File: src/rtl/lane_pkg.sv
package lane_pkg;
  localparam int LANES = 8;
  localparam int OFF_W = 3;

  typedef enum logic [1:0] {SZ_BYTE, SZ_HALF, SZ_WORD, SZ_DWORD} acc_size_e;

  function automatic logic [3:0] size_bytes(acc_size_e sz);
    return 4'd1 << sz;
  endfunction

  function automatic logic is_misaligned(acc_size_e sz, logic [OFF_W-1:0] off);
    case (sz)
      SZ_BYTE:  return 1'b0;
      SZ_HALF:  return off[0];
      SZ_WORD:  return |off[1:0];
      default:  return |off;
    endcase
  endfunction

  // first lane occupied by the value's least significant byte
  function automatic logic [OFF_W-1:0] lane_base(acc_size_e sz, logic [OFF_W-1:0] off,
                                                 logic big);
    logic [3:0] t;
    t = 4'd8 - {1'b0, off} - size_bytes(sz);
    return big ? t[OFF_W-1:0] : off;
  endfunction

  function automatic logic [63:0] size_mask(acc_size_e sz);
    case (sz)
      SZ_BYTE:  return 64'h0000_0000_0000_00FF;
      SZ_HALF:  return 64'h0000_0000_0000_FFFF;
      SZ_WORD:  return 64'h0000_0000_FFFF_FFFF;
      default:  return '1;
    endcase
  endfunction

  function automatic logic [63:0] extend(acc_size_e sz, logic sgn, logic [63:0] v);
    case (sz)
      SZ_BYTE:  return {{56{sgn & v[7]}},  v[7:0]};
      SZ_HALF:  return {{48{sgn & v[15]}}, v[15:0]};
      SZ_WORD:  return {{32{sgn & v[31]}}, v[31:0]};
      default:  return v;
    endcase
  endfunction
endpackage

File: src/rtl/lane_align_chk.sv
module lane_align_chk
  import lane_pkg::*;
(
  input  logic             clk,
  input  logic             rst_n,
  input  acc_size_e        size_i,
  input  logic [OFF_W-1:0] off_i,
  output logic             mis_o
);
  assign mis_o = is_misaligned(size_i, off_i);

  AST_BYTE_ALWAYS_OK: assert property (@(posedge clk) disable iff (!rst_n)
    (size_i == SZ_BYTE) |-> !mis_o);
  AST_DWORD_LOW_BITS: assert property (@(posedge clk) disable iff (!rst_n)
    (size_i == SZ_DWORD && off_i != '0) |-> mis_o);
endmodule

File: src/rtl/lane_store_steer.sv
module lane_store_steer
  import lane_pkg::*;
(
  input  logic             en_i,
  input  acc_size_e        size_i,
  input  logic [OFF_W-1:0] base_i,
  input  logic [63:0]      wdata_i,
  output logic [LANES-1:0] be_o,
  output logic [63:0]      wdata_o
);
  logic [3:0] top_w;
  assign top_w = {1'b0, base_i} + size_bytes(size_i);

  for (genvar i = 0; i < LANES; i++) begin : g_lane
    assign be_o[i] = en_i && (4'(i) >= {1'b0, base_i}) && (4'(i) < top_w);
  end

  assign wdata_o = en_i ? ((wdata_i & size_mask(size_i)) << {base_i, 3'b000}) : '0;
endmodule

File: src/rtl/lane_load_extract.sv
module lane_load_extract
  import lane_pkg::*;
(
  input  acc_size_e        size_i,
  input  logic [OFF_W-1:0] base_i,
  input  logic             signed_i,
  input  logic [63:0]      rdata_i,
  output logic [63:0]      data_o
);
  logic [63:0] shifted;
  assign shifted = rdata_i >> {base_i, 3'b000};
  assign data_o  = extend(size_i, signed_i, shifted);
endmodule

File: src/rtl/lsu_lane_unit.sv
module lsu_lane_unit
  import lane_pkg::*;
#(
  parameter int ADDR_W = 32
) (
  input  logic              clk,
  input  logic              rst_n,
  input  logic              req_valid,
  input  logic              req_store,
  input  logic [1:0]        req_size,
  input  logic              req_signed,
  input  logic              req_big,
  input  logic [ADDR_W-1:0] req_addr,
  input  logic [63:0]       req_wdata,
  input  logic              trap_clr,
  output logic              mem_en,
  output logic              mem_we,
  output logic [ADDR_W-4:0] mem_word_addr,
  output logic [7:0]        mem_be,
  output logic [63:0]       mem_wdata,
  input  logic [63:0]       mem_rdata,
  output logic              ld_valid,
  output logic [63:0]       ld_data,
  output logic              trap_flag,
  output logic [ADDR_W-1:0] trap_addr
);
  acc_size_e        sz;
  logic [OFF_W-1:0] off;
  logic [OFF_W-1:0] base;
  logic             mis;
  logic             fault_evt;
  logic             acc_ok;
  logic [63:0]      ext_data;

  acc_size_e        ld_size_q;
  logic [OFF_W-1:0] ld_base_q;
  logic             ld_signed_q;
  logic             ld_valid_q;
  logic             trap_q;
  logic [ADDR_W-1:0] taddr_q;

  assign sz        = acc_size_e'(req_size);
  assign off       = req_addr[OFF_W-1:0];
  assign base      = lane_base(sz, off, req_big);
  assign fault_evt = req_valid && mis;
  assign acc_ok    = req_valid && !mis;

  lane_align_chk i_align (
    .clk    (clk),
    .rst_n  (rst_n),
    .size_i (sz),
    .off_i  (off),
    .mis_o  (mis)
  );

  lane_store_steer i_steer (
    .en_i    (acc_ok),
    .size_i  (sz),
    .base_i  (base),
    .wdata_i (req_wdata),
    .be_o    (mem_be),
    .wdata_o (mem_wdata)
  );

  lane_load_extract i_extract (
    .size_i   (ld_size_q),
    .base_i   (ld_base_q),
    .signed_i (ld_signed_q),
    .rdata_i  (mem_rdata),
    .data_o   (ext_data)
  );

  assign mem_en        = acc_ok;
  assign mem_we        = acc_ok && req_store;
  assign mem_word_addr = req_addr[ADDR_W-1:OFF_W];

  always_ff @(posedge clk or negedge rst_n) begin
    if (!rst_n) begin
      ld_valid_q  <= 1'b0;
      ld_size_q   <= SZ_BYTE;
      ld_base_q   <= '0;
      ld_signed_q <= 1'b0;
    end else begin
      ld_valid_q <= acc_ok && !req_store;
      if (acc_ok && !req_store) begin
        ld_size_q   <= sz;
        ld_base_q   <= base;
        ld_signed_q <= req_signed;
      end
    end
  end

  always_ff @(posedge clk or negedge rst_n) begin
    if (!rst_n) begin
      trap_q  <= 1'b0;
      taddr_q <= '0;
    end else if (fault_evt && (!trap_q || trap_clr)) begin
      trap_q  <= 1'b1;
      taddr_q <= req_addr;
    end else if (trap_clr) begin
      trap_q  <= 1'b0;
    end
  end

  assign ld_valid  = ld_valid_q;
  assign ld_data   = ld_valid_q ? ext_data : '0;
  assign trap_flag = trap_q;
  assign trap_addr = taddr_q;

  AST_NO_LANES_ON_FAULT: assert property (@(posedge clk) disable iff (!rst_n)
    fault_evt |-> (mem_be == '0 && mem_wdata == '0));
  AST_NO_LOAD_AFTER_FAULT: assert property (@(posedge clk) disable iff (!rst_n)
    fault_evt |=> !ld_valid);
  AST_TRAP_CAPTURE: assert property (@(posedge clk) disable iff (!rst_n)
    (fault_evt && !trap_flag) |=> (trap_flag && trap_addr == $past(req_addr)));
  AST_TRAP_HOLD: assert property (@(posedge clk) disable iff (!rst_n)
    (trap_flag && !trap_clr) |=> (trap_flag && $stable(trap_addr)));
  AST_CLEAR_LOSES: assert property (@(posedge clk) disable iff (!rst_n)
    (fault_evt && trap_clr) |=> (trap_flag && trap_addr == $past(req_addr)));
  AST_BE_COUNT: assert property (@(posedge clk) disable iff (!rst_n)
    mem_en |-> ($countones(mem_be) == int'(size_bytes(sz))));
  AST_LOAD_FOLLOWS: assert property (@(posedge clk) disable iff (!rst_n)
    (req_valid && !req_store && !mis) |=> ld_valid);
endmodule

File: config.mk
export PLATFORM = sky130hd
export DESIGN_NAME = lsu_lane_unit
export DESIGN_NICKNAME = d
export VERILOG_FILES = /design/src/rtl/lane_pkg.sv /design/src/rtl/lane_align_chk.sv /design/src/rtl/lane_store_steer.sv /design/src/rtl/lane_load_extract.sv /design/src/rtl/lsu_lane_unit.sv
export SDC_FILE = /design/constraint.sdc
export NUM_CORES = 1
export LEC_CHECK = 0
export ABC_AREA = 1
export BUFFER_PORTS_ARGS = -buffer_cell sky130_fd_sc_hd__buf_2
export CAP_MARGIN = 40
export CORE_MARGIN = 3
export CORE_UTILIZATION = 30
export DETAILED_ROUTE_END_ITERATION = 7
export PLACE_DENSITY_LB_ADDON = 0.05
export SLEW_MARGIN = 20
export SYNTH_ARGS = -nofsm -noshare
export SYNTH_HDL_FRONTEND = slang
export SYNTH_SLANG_ARGS = --single-unit
export TNS_END_PERCENT = 30
File: constraint.sdc
create_clock -name clk -period 8.2 [get_ports clk]
set_clock_uncertainty 0.2 [all_clocks]
set_input_delay 2.46 -clock clk [delete_from_list [all_inputs] [get_ports clk]]
set_output_delay 2.46 -clock clk [all_outputs]
set_load 0.01 [all_outputs]
==> results of run 1 <==
## cells by family (layout without fill, tap and decap cells)
kind of cell / after synthesis / in the layout / share of synthesized area [%]
AOI/OAI and AO/OA: 231 / 231 / 17.2
buffers and inverters: 254 / 534 / 17.3
adders and majority gates: 5 / 5 / 0.884
muxes: 29 / 29 / 5.83
and+or+nand+nor: 752 / 752 / 44.7
DFF: 40 / 40 / 14.1
other: 0 / 3 / 0
## report_power, final
| group | leakage (nW) | total (mW) | internal, mW | switching [mW] |
|---|---|---|---|---|
| combinational | 4.81 | 0.935 | 0.332 | 0.603 |
| clock | 0.0804 | 0.229 | 0.145 | 0.0846 |
| sequential | 0.477 | 0.269 | 0.239 | 0.0295 |
| total | 5.37 | 1.43 | 0.715 | 0.717 |
## cell usage after synthesis
cell	count
nand2_4	2
o211ai_1	14
nand3_2	3
o21bai_1	1
o31ai_1	1
a21oi_1	53
buf_6	11
dfrtp_1	40
a21boi_0	1
buf_2	33
clkinv_1	1
o21a_1	1
o21ai_2	2
nand4_2	1
nand2_2	6
o21ai_1	7
mux2_4	23
a211oi_1	2
inv_1	120
nor3_1	54
buf_1	8
nand4_4	1
nand4_1	3
nand3b_1	2
mux2_2	6
clkbuf_1	34
nand3_1	97
nor2_2	2
o21ai_0	149
or2_2	17
nor2_4	1
nand2_1	426
nor2_1	136
buf_4	39
inv_2	8
ha_1	5
nor3_2	1
## placed cells by master (no fill, tap or decap), types with 4 or more instances in the layout
cell type / count
buf_2: 369
or2_2: 17
mux2_4: 23
clkbuf_16: 5
mux2_2: 6
inv_2: 8
o211ai_1: 14
nor3_1: 54
dfrtp_1: 40
o21ai_1: 7
nand2_2: 6
inv_1: 120
nor2_1: 136
o21ai_0: 149
buf_12: 4
nand2_1: 426
nand3_1: 97
buf_4: 22
ha_1: 5
a21oi_1: 53
## tightest hold or removal path, delay by kind of cell, from the launching register on
kind | cells | cell delay [ns]
flops | 1 | 0.35
compound gates | 1 | 0.06
simple gates | 1 | 0.05
## sequential cells by signal (all words and copies together) (netlist names)
name and cells:
ld_signed_q 1, trap_addr 32, ld_valid 1, ld_size_q 2, ld_base_q 3, trap_flag 1
## cell type report
type,instances,area share [%]
Antenna cell,3,0.0831
Clock buffer,5,1.38
Clock inverter,3,0.512
Inverter,129,5.36
Multi-Input combinational cell,1017,53.7
Sequential cell,40,11.1
Tap cell,313,4.33
Timing Repair Buffer,397,23.6
## per-stage QoR
stage / utilization, % / setup slack [ns] / cell area (sq um) / total power, mW / cells
after floorplan: - / 0.583 / 7080 / 0.914 / 1311
after detailed placement: 38.5 / 0.719 / 8830 / 1.20 / 1894
after global routing: 39.4 / 0.383 / 9040 / 1.57 / 1907
after global placement: 38.2 / 0.669 / 8760 / 1.19 / 1891
after CTS: 39.3 / 0.703 / 9000 / 1.44 / 1902
final: 39.4 / 0.677 / 9040 / 1.43 / 1907
## how the worst max path moves through the flow
stage           startpoint            end  slack (ns)  cells past startpoint
3_3_place_gp   req_size[1]  mem_wdata[56]        0.67                     15
4_1_cts        req_size[1]  mem_wdata[62]        0.70                     12
3_5_place_dp   req_size[1]  mem_wdata[62]        0.72                     12
5_1_grt        req_size[1]  mem_wdata[40]        0.38                     15
6_report       req_size[1]  mem_wdata[44]        0.68                     15
2_1_floorplan  req_size[1]      mem_be[6]        0.58                     19
## layer usage
| layer | GRT usage [%] | share of wire, % | vias up |
|---|---|---|---|
| li1 | - | - | 4716 |
| met4 | 6.88 | 2.2 | 0 |
| met1 | 31.7 | 43 | 4235 |
| met5 | 0 | 0 | - |
| met3 | 4.40 | 8.4 | 40 |
| met2 | 39.2 | 46 | 438 |
==> summary.txt, run 1 <==
Run status
  • Outcome: finished clean

CTS
  • Max clock buf depth: 2
  • # Post-CTS Setup Buffers: 0
  • Inserted Clock Buffers: 5
  • Clock sinks: 40
  • CTS tree: yes
  • Root Driver: clkbuf_16
  • Worst-Skew Late Latency: 0.28 ns
  • H-tree Lvls: 2
  • Hold Buf Count CTS: 0
  • CTS resizes: 0
  • CTS clock-pin slew for the worst setup and hold paths: 0.06 ns

Timing
  • Measured slew at the worst slew-check pin: 0.753 ns
  • Fmax: ~130 MHz
  • Tcrit/Tclk final: around nine tenths
  • Slew HR: a little under 50%
  • Final setup TNS: 0 ns
  • Hold Vio Cnt, Final: 0
  • Fin. max-slew vios: 0
  • Fin crit period: 7.52 ns
  • Endpoints failing setup: 0
  • RSZ-0062 raised after global routing: false
  • Hold WS: just under 0.3 ns

Critical path
  • Bufs and invs on worst path: 5
  • CP required: 5.54 ns
  • R2r setup slk: 6.26 ns
  • Max incr delay on CP: 0.52 ns
  • CP arrival: 4.86 ns
  • Cell depth of the worst flop-to-flop path: 4
  • Startpoint type of the worst setup path: primary input
  • CP max-delay cell: nand2_2
  • RR Startpoint: ld_base_q[0]$_DFFE_PN0P_
  • CP max FO: 43
  • CP most frequent cell: nand2_1
  • Crit path cell chain: buf_2 -> nor2_2 -> inv_1 -> ha_1 -> inv_1 -> nand2_1 -> nand2_2 -> buf_4 -> nand3_1 -> o21ai_0 -> o21ai_0 -> nand2_1 -> nand2_1 -> nor2_1 -> buf_2
  • Crit path kind: in -> out
  • CP endpoint kind: output pin
  • Crit path max-delay family: simple AND/OR/NAND/NOR gates
  • Reg2reg end: ld_base_q[0]$_DFFE_PN0P_

Synth
  • Synth area leaders: nand2_1 23%, dfrtp_1 14%, o21ai_0 11%, nor2_1 7.2%, nand3_1 6.9%
  • Post-Synthesis Cells: 1,311
  • Syn Nets: 1,485
  • Register area share after synthesis: approximately 14%
  • Largest area contributor in the netlist: nand2_1
  • Syn Area/Cell: roughly 5.4 sq um
  • Post-synthesis cell area: 7080 sq um
  • Flops & latches, synth: 40
  • Synth warn: 0
  • Synth top area share: between 20% and 30%
  • Yosys cell types: 37

Die
  • Die area: 25,500 sq um
  • Horiz. Die Dim: 160 um
  • Die height: between 150 and 200 um
  • I/O pins: 370
  • Starting Density: 30.9%
  • Core area: 22,900 sq um
  • Rows: 55

Detailed routing
  • Final ANT Viol Nets: 0
  • # DRC: 0
  • Routed Wire Length: 31,800 um
  • Iteration-0 DRC Markers: roughly 760
  • Routed vias/inst: 4.94
  • First-pass DRT Iterations: 7
  • Routed length per instance: between 15 and 20 um
  • Vias post-DR: 9,429

Cells and area
  • Register area: approximately 1000 sq um
  • Nets: 1,764
  • Synthesis-to-layout area growth: 27.7%
  • Number of fill cells: 2,676
  • Share of cells above drive strength 1: between 30 and 40%
  • Multi-input logic area: 4850 sq um

Global routing
  • Total GRT Usage: 23.8%
  • Pin count of the biggest net entering global routing: 61
  • Gr ovfl total: 0
  • Initial antenna violation count: 3
  • First-pass GRT wire length: a little under 50,000 um
  • Vias in the first global route: 9,037

Power
  • Peak supply drop: 0.000126 V
  • Lkg Pwr: approximately 5.4 nW
  • Power Density: 158 nW/um^2

Placed design
  • GPL Wtd Cong: roughly 0.96
  • DP HPWL: 24,500 um
  • Number of I/O port buffers: approximately 370

Hold path
  • Hold depth: 2
  • Hold wc startpoint: trap_addr[0]$_DFFE_PN0P_
  • Hold WC Path Type: reg -> reg
  • Worst Hold End: trap_addr[0]$_DFFE_PN0P_

Flow run
  • Max-cap violation count: 0
Power figures use the tool's default switching activity.
==> inputs of run 2 (changes only) <==
--- a/config.mk
+++ b/config.mk
@@ -10,6 +10,7 @@
 export CAP_MARGIN = 40
 export CORE_MARGIN = 3
 export CORE_UTILIZATION = 30
+export CTS_BUF_LIST = sky130_fd_sc_hd__clkbuf_8
 export DETAILED_ROUTE_END_ITERATION = 7
 export PLACE_DENSITY_LB_ADDON = 0.05
 export SLEW_MARGIN = 20
==> run 2 against run 1 <==
Effect of this change: final area decreased by 0.62%; sequential share of layout area increased by 0.069 points; via count increased by 0.23%; total power decreased by 4.2%; clock-buffer cell count unchanged; wire length increased by 0.28%; register-to-register slack about the same; sequential cell count unchanged; critical path type unchanged; critical endpoint is now mem_wdata[62]; largest cell class unchanged.
==> summary.txt, run 2 (synthesis gave the netlist of run 1 again) <==
CTS
  • CTS tree: yes
  • Hold Buf Count CTS: 0 (unchanged)
  • Max clock buf depth: 2 (unchanged)
  • CTS clock-pin slew for the worst setup and hold paths: 0.08 ns (+0.02 ns)
  • Clock sinks: 40 (unchanged)
  • CTS resizes: 0 (unchanged)
  • Worst-Skew Late Latency: 0.30 ns (+0.02 ns)
  • # Post-CTS Setup Buffers: 0 (unchanged)
  • Root Driver: clkbuf_8
  • H-tree Lvls: 2 (unchanged)
  • Inserted Clock Buffers: 5 (unchanged)

Power
  • Switching share of power: 51.8% (+1.7 points)
  • Tot Pwr: 1.37 mW (-4.2%)
  • Comb power frac: 68.2% (+3.0 points)
  • Peak supply drop: 0.000128 V (+1.4%)
  • Clock power frac: 12.3% (-3.7 points)
  • Reg power frac: 19.6% (+0.8 points)
  • P_sw: 0.710 mW (-0.95%)
  • Power Density: 153 nW/um^2 (-3.6%)
  • Lkg Pwr: 5.34 nW (-0.48%)
  • Pint: 0.662 mW (-7.5%)

Run status
  • Outcome: finished clean

Timing
  • Hold Vio Cnt, Final: 0 (unchanged)
  • Fmax: 133 MHz (about the same)
  • Tcrit/Tclk final: 91.7% (about the same)
  • Slew HR: 49.1% (-0.62 points)
  • Endpoints failing setup: 0 (unchanged)
  • Fin crit period: 7.52 ns (-0.00329 ns)
  • RSZ-0062 raised after global routing: false
  • Final setup TNS: 0 ns (unchanged)
  • Fin. max-slew vios: 0 (unchanged)
  • Measured slew at the worst slew-check pin: 0.762 ns (+0.00934 ns)

Hold path
  • Hold WC Path Type: reg -> reg

Placed design
  • GPL Wtd Cong: 0.960 (unchanged)
  • Number of I/O port buffers: 369 (unchanged)
  • DP HPWL: 24,500 um (unchanged)

Detailed routing
  • Routed vias/inst: 4.96 (+0.23%)
  • Vias post-DR: 9,451 (+0.23%)
  • Iteration-0 DRC Markers: 724 (-4.9%)
  • First-pass DRT Iterations: 5 (-2)
  • Routed length per instance: 16.7 um (+0.28%)
  • Routed Wire Length: 31,900 um (+0.28%)
  • Final ANT Viol Nets: 0 (unchanged)
  • # DRC: 0 (unchanged)

Global routing
  • Pin count of the biggest net entering global routing: 61 (unchanged)
  • Initial antenna violation count: 3 (unchanged)
  • Gr ovfl total: 0 (unchanged)
  • Vias in the first global route: 9,040 (+0.033%)
  • Total GRT Usage: 23.8% (about the same)
  • First-pass GRT wire length: 49,700 um (about the same)

Cells and area
  • Nets: 1,764 (unchanged)
  • Most frequent cells in the layout: 426 x nand2_1, 369 x buf_2, 149 x o21ai_0, 136 x nor2_1, 120 x inv_1
  • Number of fill cells: 2,679 (+0.11%)
  • Share of cells above drive strength 1: 30.0% (unchanged)
  • Most common cell after layout, fill and taps aside: nand2_1
  • Max reg flops: 32 (unchanged)
  • Synthesis-to-layout area growth: 26.9%

Critical path
  • CP arrival: 4.86 ns (about the same)
  • Max incr delay on CP: 0.53 ns (about the same)
  • Startpoint type of the worst setup path: primary input
  • CP max-delay cell: nand2_2
  • CP required: 5.54 ns (about the same)
  • Crit path kind: in -> out
  • Crit path cell chain: buf_2 -> nor2_2 -> inv_1 -> ha_1 -> inv_1 -> nand2_1 -> nand2_2 -> o21ai_0 -> o21ai_1 -> nand2_1 -> a21oi_1 -> buf_2
  • CP endpoint kind: output pin
  • CP max FO: 43 (unchanged)

Die
  • I/O pins: 370 (unchanged)
  • Horiz. Die Dim: 160 um (unchanged)
  • Rows: 55 (unchanged)
  • Die area: 25,500 sq um (unchanged)
  • Die height: 160 um (unchanged)
  • Starting Density: 30.9% (unchanged)
  • Core area: 22,900 sq um (unchanged)

Flow run
  • Max-cap violation count: 0 (unchanged)
## run 2: cell counts in the layout (fill, tap and decap cells not counted)
Identical to the previous run, type by type.
## run 2: layout make-up
type | count | area (sq um) | area share (%)
Clock buffer | 5 | 68.8 | 0.766
Timing Repair Buffer | 397 | 2130 | 23.7
Tap cell | 313 | 392 | 4.36
Sequential cell | 40 | 1000 | 11.1
Clock inverter | 3 | 46.3 | 0.515
Antenna cell | 3 | 7.51 | 0.0836
Inverter | 129 | 484 | 5.39
Multi-Input combinational cell | 1017 | 4850 | 54.0
## run 2: critical path, delay by kind of cell
kind                       cells  cell delay, ns
adders and majority gates      1            0.29
and+or+nand+nor                4            0.79
buffers and inverters          4            0.43
AOI/OAI and AO/OA              3            0.88
## run 2: final timing paths
kind | to | cells past startpoint | startpoint | slack, ns
setup / recovery | mem_wdata[62] | 12 | req_size[1] | 0.68
hold / removal | trap_addr[0]$_DFFE_PN0P_ | 2 | trap_addr[0]$_DFFE_PN0P_ | 0.30
setup reg to reg | ld_base_q[0]$_DFFE_PN0P_ | 4 | ld_base_q[0]$_DFFE_PN0P_ | 6.25
hold reg to reg | trap_addr[0]$_DFFE_PN0P_ | 2 | trap_addr[0]$_DFFE_PN0P_ | 0.30
max in group asynchronous | trap_addr[1]$_DFFE_PN0P_ | 2 | rst_n | 5.55
min in group asynchronous | trap_addr[16]$_DFFE_PN0P_ | 1 | rst_n | 1.80
## run 2: per-layer routing
layer  GRT usage [%]  share of wire (%)
met2            39.2                 46
met4            6.76                2.2
met3            4.40                8.5
met5               0                  0
met1            31.7                 43
## run 2: power by group through the flow
stage / clock (mW) / sequential, mW / combinational (mW)
floorplan: 0 / 0.283 / 0.631
global placement: 0 / 0.273 / 0.921
detailed placement: 0 / 0.270 / 0.933
CTS: 0.177 / 0.269 / 0.935
global route: 0.183 / 0.275 / 1.05
finish: 0.168 / 0.268 / 0.936
## run 2: per-stage QoR
step / std cells / instance area [sq um] / setup slack [ns] / util [%] / hold WS, ns
4_1_cts: 1902 / 8940 / 0.703 / 39.0 / 0.299
2_1_floorplan: 1311 / 7080 / 0.583 / - / 0.309
6_report: 1907 / 8980 / 0.680 / 39.2 / 0.298
3_5_place_dp: 1894 / 8830 / 0.719 / 38.5 / 0.280
5_1_grt: 1907 / 8980 / 0.383 / 39.2 / 0.316
3_3_place_gp: 1891 / 8760 / 0.669 / 38.2 / 0.266
==> inputs of run 3 (changes only) <==
--- a/config.mk
+++ b/config.mk
@@ -5,9 +5,9 @@
 export SDC_FILE = /design/constraint.sdc
 export NUM_CORES = 1
 export LEC_CHECK = 0
-export ABC_AREA = 1
 export BUFFER_PORTS_ARGS = -buffer_cell sky130_fd_sc_hd__buf_2
 export CAP_MARGIN = 40
+export CORE_ASPECT_RATIO = 0.5
 export CORE_MARGIN = 3
 export CORE_UTILIZATION = 30
 export CTS_BUF_LIST = sky130_fd_sc_hd__clkbuf_8
==> run 3 against run 2 <==
Effect of this change: register-to-register slack improved by 0.29 ns; clock-buffer cell count did not move; worst hold slack got worse by 0.0094 ns; combinational power fell by 5.6%; core utilization rose by 1.6 points; cell count fell by 22%; sequential share of layout area rose by 0.65 points; area after synthesis fell by 8.6%; first-iteration DRC count fell by 24%; total power fell by 5.7%; sequential power rose by 2%; setup slack got worse by 0.34 ns; largest power group unchanged.
==> summary.txt, run 3 <==
Run status
  • Outcome: finished clean

Timing
  • Hold Vio Cnt, Final: 0 (unchanged)
  • RSZ-0062 raised after global routing: false
  • Measured slew at the worst slew-check pin: 0.815 ns (+0.0528 ns)
  • Final setup TNS: 0 ns (unchanged)
  • Tcrit/Tclk final: 95.9% (+4.2 points)
  • Fin crit period: 7.86 ns (+0.342 ns)
  • Slew HR: 45.2% (-3.9 points)
  • Fmax: 127 MHz (-4.4%)
  • Endpoints failing setup: 0 (unchanged)
  • Fin. max-slew vios: 0 (unchanged)

Cells and area
  • Most common cell after layout, fill and taps aside: buf_2
  • Most frequent cells in the layout: 369 x buf_2, 133 x nor2_1, 81 x nand2_1, 76 x a21oi_1, 73 x mux2_2
  • Max reg flops: 32 (unchanged)
  • Nets: 1,374 (-22%)
  • Share of cells above drive strength 1: 42.4% (+12 points)
  • Synthesis-to-layout area growth: 31.6%

Die
  • Starting Density: 31.0% (+0.11 points)
  • Die height: 110 um (-31%)
  • Rows: 37 (-33%)
  • Core area: 20,900 sq um (-8.9%)
  • Die area: 23,500 sq um (-7.8%)
  • I/O pins: 370 (unchanged)
  • Horiz. Die Dim: 214 um (+34%)

Detailed routing
  • Iteration-0 DRC Markers: 550 (-24%)
  • First-pass DRT Iterations: 5 (unchanged)
  • Vias post-DR: 7,996 (-15%)
  • Routed length per instance: 20.0 um (+20%)
  • # DRC: 0 (unchanged)
  • Routed Wire Length: 29,900 um (-6.1%)
  • Final ANT Viol Nets: 0 (unchanged)
  • Routed vias/inst: 5.35 (+8.0%)

CTS
  • Clock sinks: 40 (unchanged)
  • CTS tree: yes
  • CTS clock-pin slew for the worst setup and hold paths: 0.09 ns (about the same)
  • Root Driver: clkbuf_8
  • Worst-Skew Late Latency: 0.31 ns (about the same)
  • # Post-CTS Setup Buffers: 0 (unchanged)
  • Max clock buf depth: 2 (unchanged)
  • CTS resizes: 0 (unchanged)
  • Hold Buf Count CTS: 0 (unchanged)
  • H-tree Lvls: 2 (unchanged)
  • Inserted Clock Buffers: 5 (unchanged)

Global routing
  • Pin count of the biggest net entering global routing: 69 (+13%)
  • Vias in the first global route: 7,649 (-15%)
  • First-pass GRT wire length: 44,100 um (-11%)
  • Gr ovfl total: 0 (unchanged)
  • Total GRT Usage: 24.0% (+0.18 points)
  • Initial antenna violation count: 3 (unchanged)

Hold path
  • Hold WC Path Type: reg -> reg

Critical path
  • CP endpoint kind: output pin
  • CP arrival: 5.20 ns (+0.34 ns)
  • CP max FO: 8 (-81%)
  • Crit path kind: in -> out
  • CP required: 5.54 ns (about the same)
  • Startpoint type of the worst setup path: primary input

Synth
  • Post-synthesis cell area: 6470 sq um (-8.6%)
  • Yosys cell types: 54 (+46%)
  • Largest area contributor in the netlist: dfrtp_1
  • Count leader, synth: nor2_1
  • Syn Area/Cell: 7.16 sq um (+33%)
  • Register area share after synthesis: 15.5% (+1.3 points)
  • Post-synth EDFFs: 0 (unchanged)
  • Ys async rst share: 100% (unchanged)
  • Flops & latches, synth: 40 (unchanged)
  • Synth area leaders: dfrtp_1 15%, mux2_2 13%, mux2i_1 8.5%, nor2_1 7.7%, a21oi_1 5.9%
  • Dominant synthesized flop cell: dfrtp_1
  • Synth warn: 0 (unchanged)
  • Syn Nets: 1,078 (-27%)
  • Post-Synthesis Cells: 904 (-31%)
  • Synth top area share: 15.5% (-7.1 points)
  • Post-synth top cells: 133 x nor2_1, 81 x nand2_1, 76 x a21oi_1, 73 x mux2_2, 55 x mux2i_1

Placed design
  • GPL Wtd Cong: 0.882 (-8.1%)
  • DP HPWL: 23,700 um (-3.5%)
  • Number of I/O port buffers: 369 (unchanged)

Power
  • Peak supply drop: 0.0000507 V (-60%)
  • Power Density: 152 nW/um^2 (-0.53%)
  • Tot Pwr: 1.29 mW (-5.7%)
  • Lkg Pwr: 4.28 nW (-20%)

Flow run
  • Max-cap violation count: 0 (unchanged)
==> run 3: cell count changes after synthesis, sizes merged, moves of 19 or more <==
| cell | before | now |
|---|---|---|
| a21oi | 53 | 76 |
| o21ai | 158 | 29 |
| mux2i | 0 | 56 |
| a31oi | 0 | 20 |
| mux2 | 29 | 75 |
| inv | 128 | 15 |
| a211oi | 2 | 31 |
| nand2b | 0 | 19 |
| buf | 91 | 68 |
| and2 | 0 | 27 |
| nand3 | 100 | 20 |
| nand2 | 434 | 81 |
==> run 3: critical path, stage by stage <==
cell and delay, ns:
buf_2 0.14, or2_2 0.32, ha_1 0.19, ha_1 0.23
nand4b_1 0.23, nand3_1 0.13, nand2_1 0.09, ha_1 0.37
nand3_1 0.09, and3b_1 0.19, a2bb2oi_2 0.29, nor2_1 0.12
a211oi_2 0.20, buf_2 0.16
==> run 3: metrics by stage <==
step | setup slack [ns] | area, sq um | cells | hold WS (ns) | util [%]
CTS | 0.366 | 8480 | 1492 | 0.293 | 40.6
detailed placement | 0.368 | 8400 | 1484 | 0.271 | 40.2
global placement | 0.427 | 8330 | 1481 | 0.262 | 39.9
floorplan | 0.00170 | 6500 | 904 | 0.315 | -
global route | 0.136 | 8510 | 1494 | 0.318 | 40.8
finish | 0.338 | 8510 | 1494 | 0.288 | 40.8
==> run 3: layout make-up <==
class / count / area (sq um)
diodes: 1 / 2.50
clock buffers: 5 / 68.8
clock inverters: 3 / 16.3
fillers: 2303 / 12400
inverters: 16 / 60.1
multi-input cells: 736 / 4850
flip-flops and latches: 40 / 1000
well taps: 292 / 365
repair buffers: 401 / 2150
==> run 3: logic make-up (layout without fill, tap and decap cells) <==
kind of cell	count (synthesis)	after routing	synth area share, %
other	0	1	0
buffers and inverters	128	425	10.4
AND/OR/NAND/NOR	380	380	27.7
multiplexers	139	139	24.7
flip-flops	40	40	15.5
adder cells (fa/ha/maj)	5	5	0.967
AO/OA/AOI/OAI	209	209	20.3
XOR/XNOR	3	3	0.406
==> run 3: worst paths after layout <==
kind / startpoint / end / slack (ns) / cells past startpoint
worst max-delay path: req_size[1] / mem_be[2] / 0.34 / 14
worst min-delay path: trap_addr[0]$_DFFE_PN0P_ / trap_addr[0]$_DFFE_PN0P_ / 0.29 / 2
worst max register to register: trap_flag$_DFFE_PN0P_ / trap_addr[21]$_DFFE_PN0P_ / 6.54 / 4
worst min register to register: trap_addr[0]$_DFFE_PN0P_ / trap_addr[0]$_DFFE_PN0P_ / 0.29 / 2
max in group asynchronous: rst_n / ld_base_q[0]$_DFFE_PN0P_ / 5.49 / 2
min in group asynchronous: rst_n / trap_addr[17]$_DFFE_PN0P_ / 1.82 / 1
==> run 3: routing by layer <==
layer  global-route usage (%)  share of wire, %  wire length (um)  vias to the layer above
met5                        0             0.074                22                        -
met4                     4.62               1.4               412                        4
met3                     4.70               7.5              2240                       33
met2                     39.4                46             13700                      344
met1                     32.9                45             13500                     3786
li1                         -                 -                 -                     3829
==> run 3: power breakdown <==
| part | switching [mW] | internal (mW) |
|---|---|---|
| Combinational | 0.520 | 0.364 |
| Sequential | 0.0354 | 0.238 |
| Clock | 0.0780 | 0.0584 |
| Total | 0.633 | 0.660 |
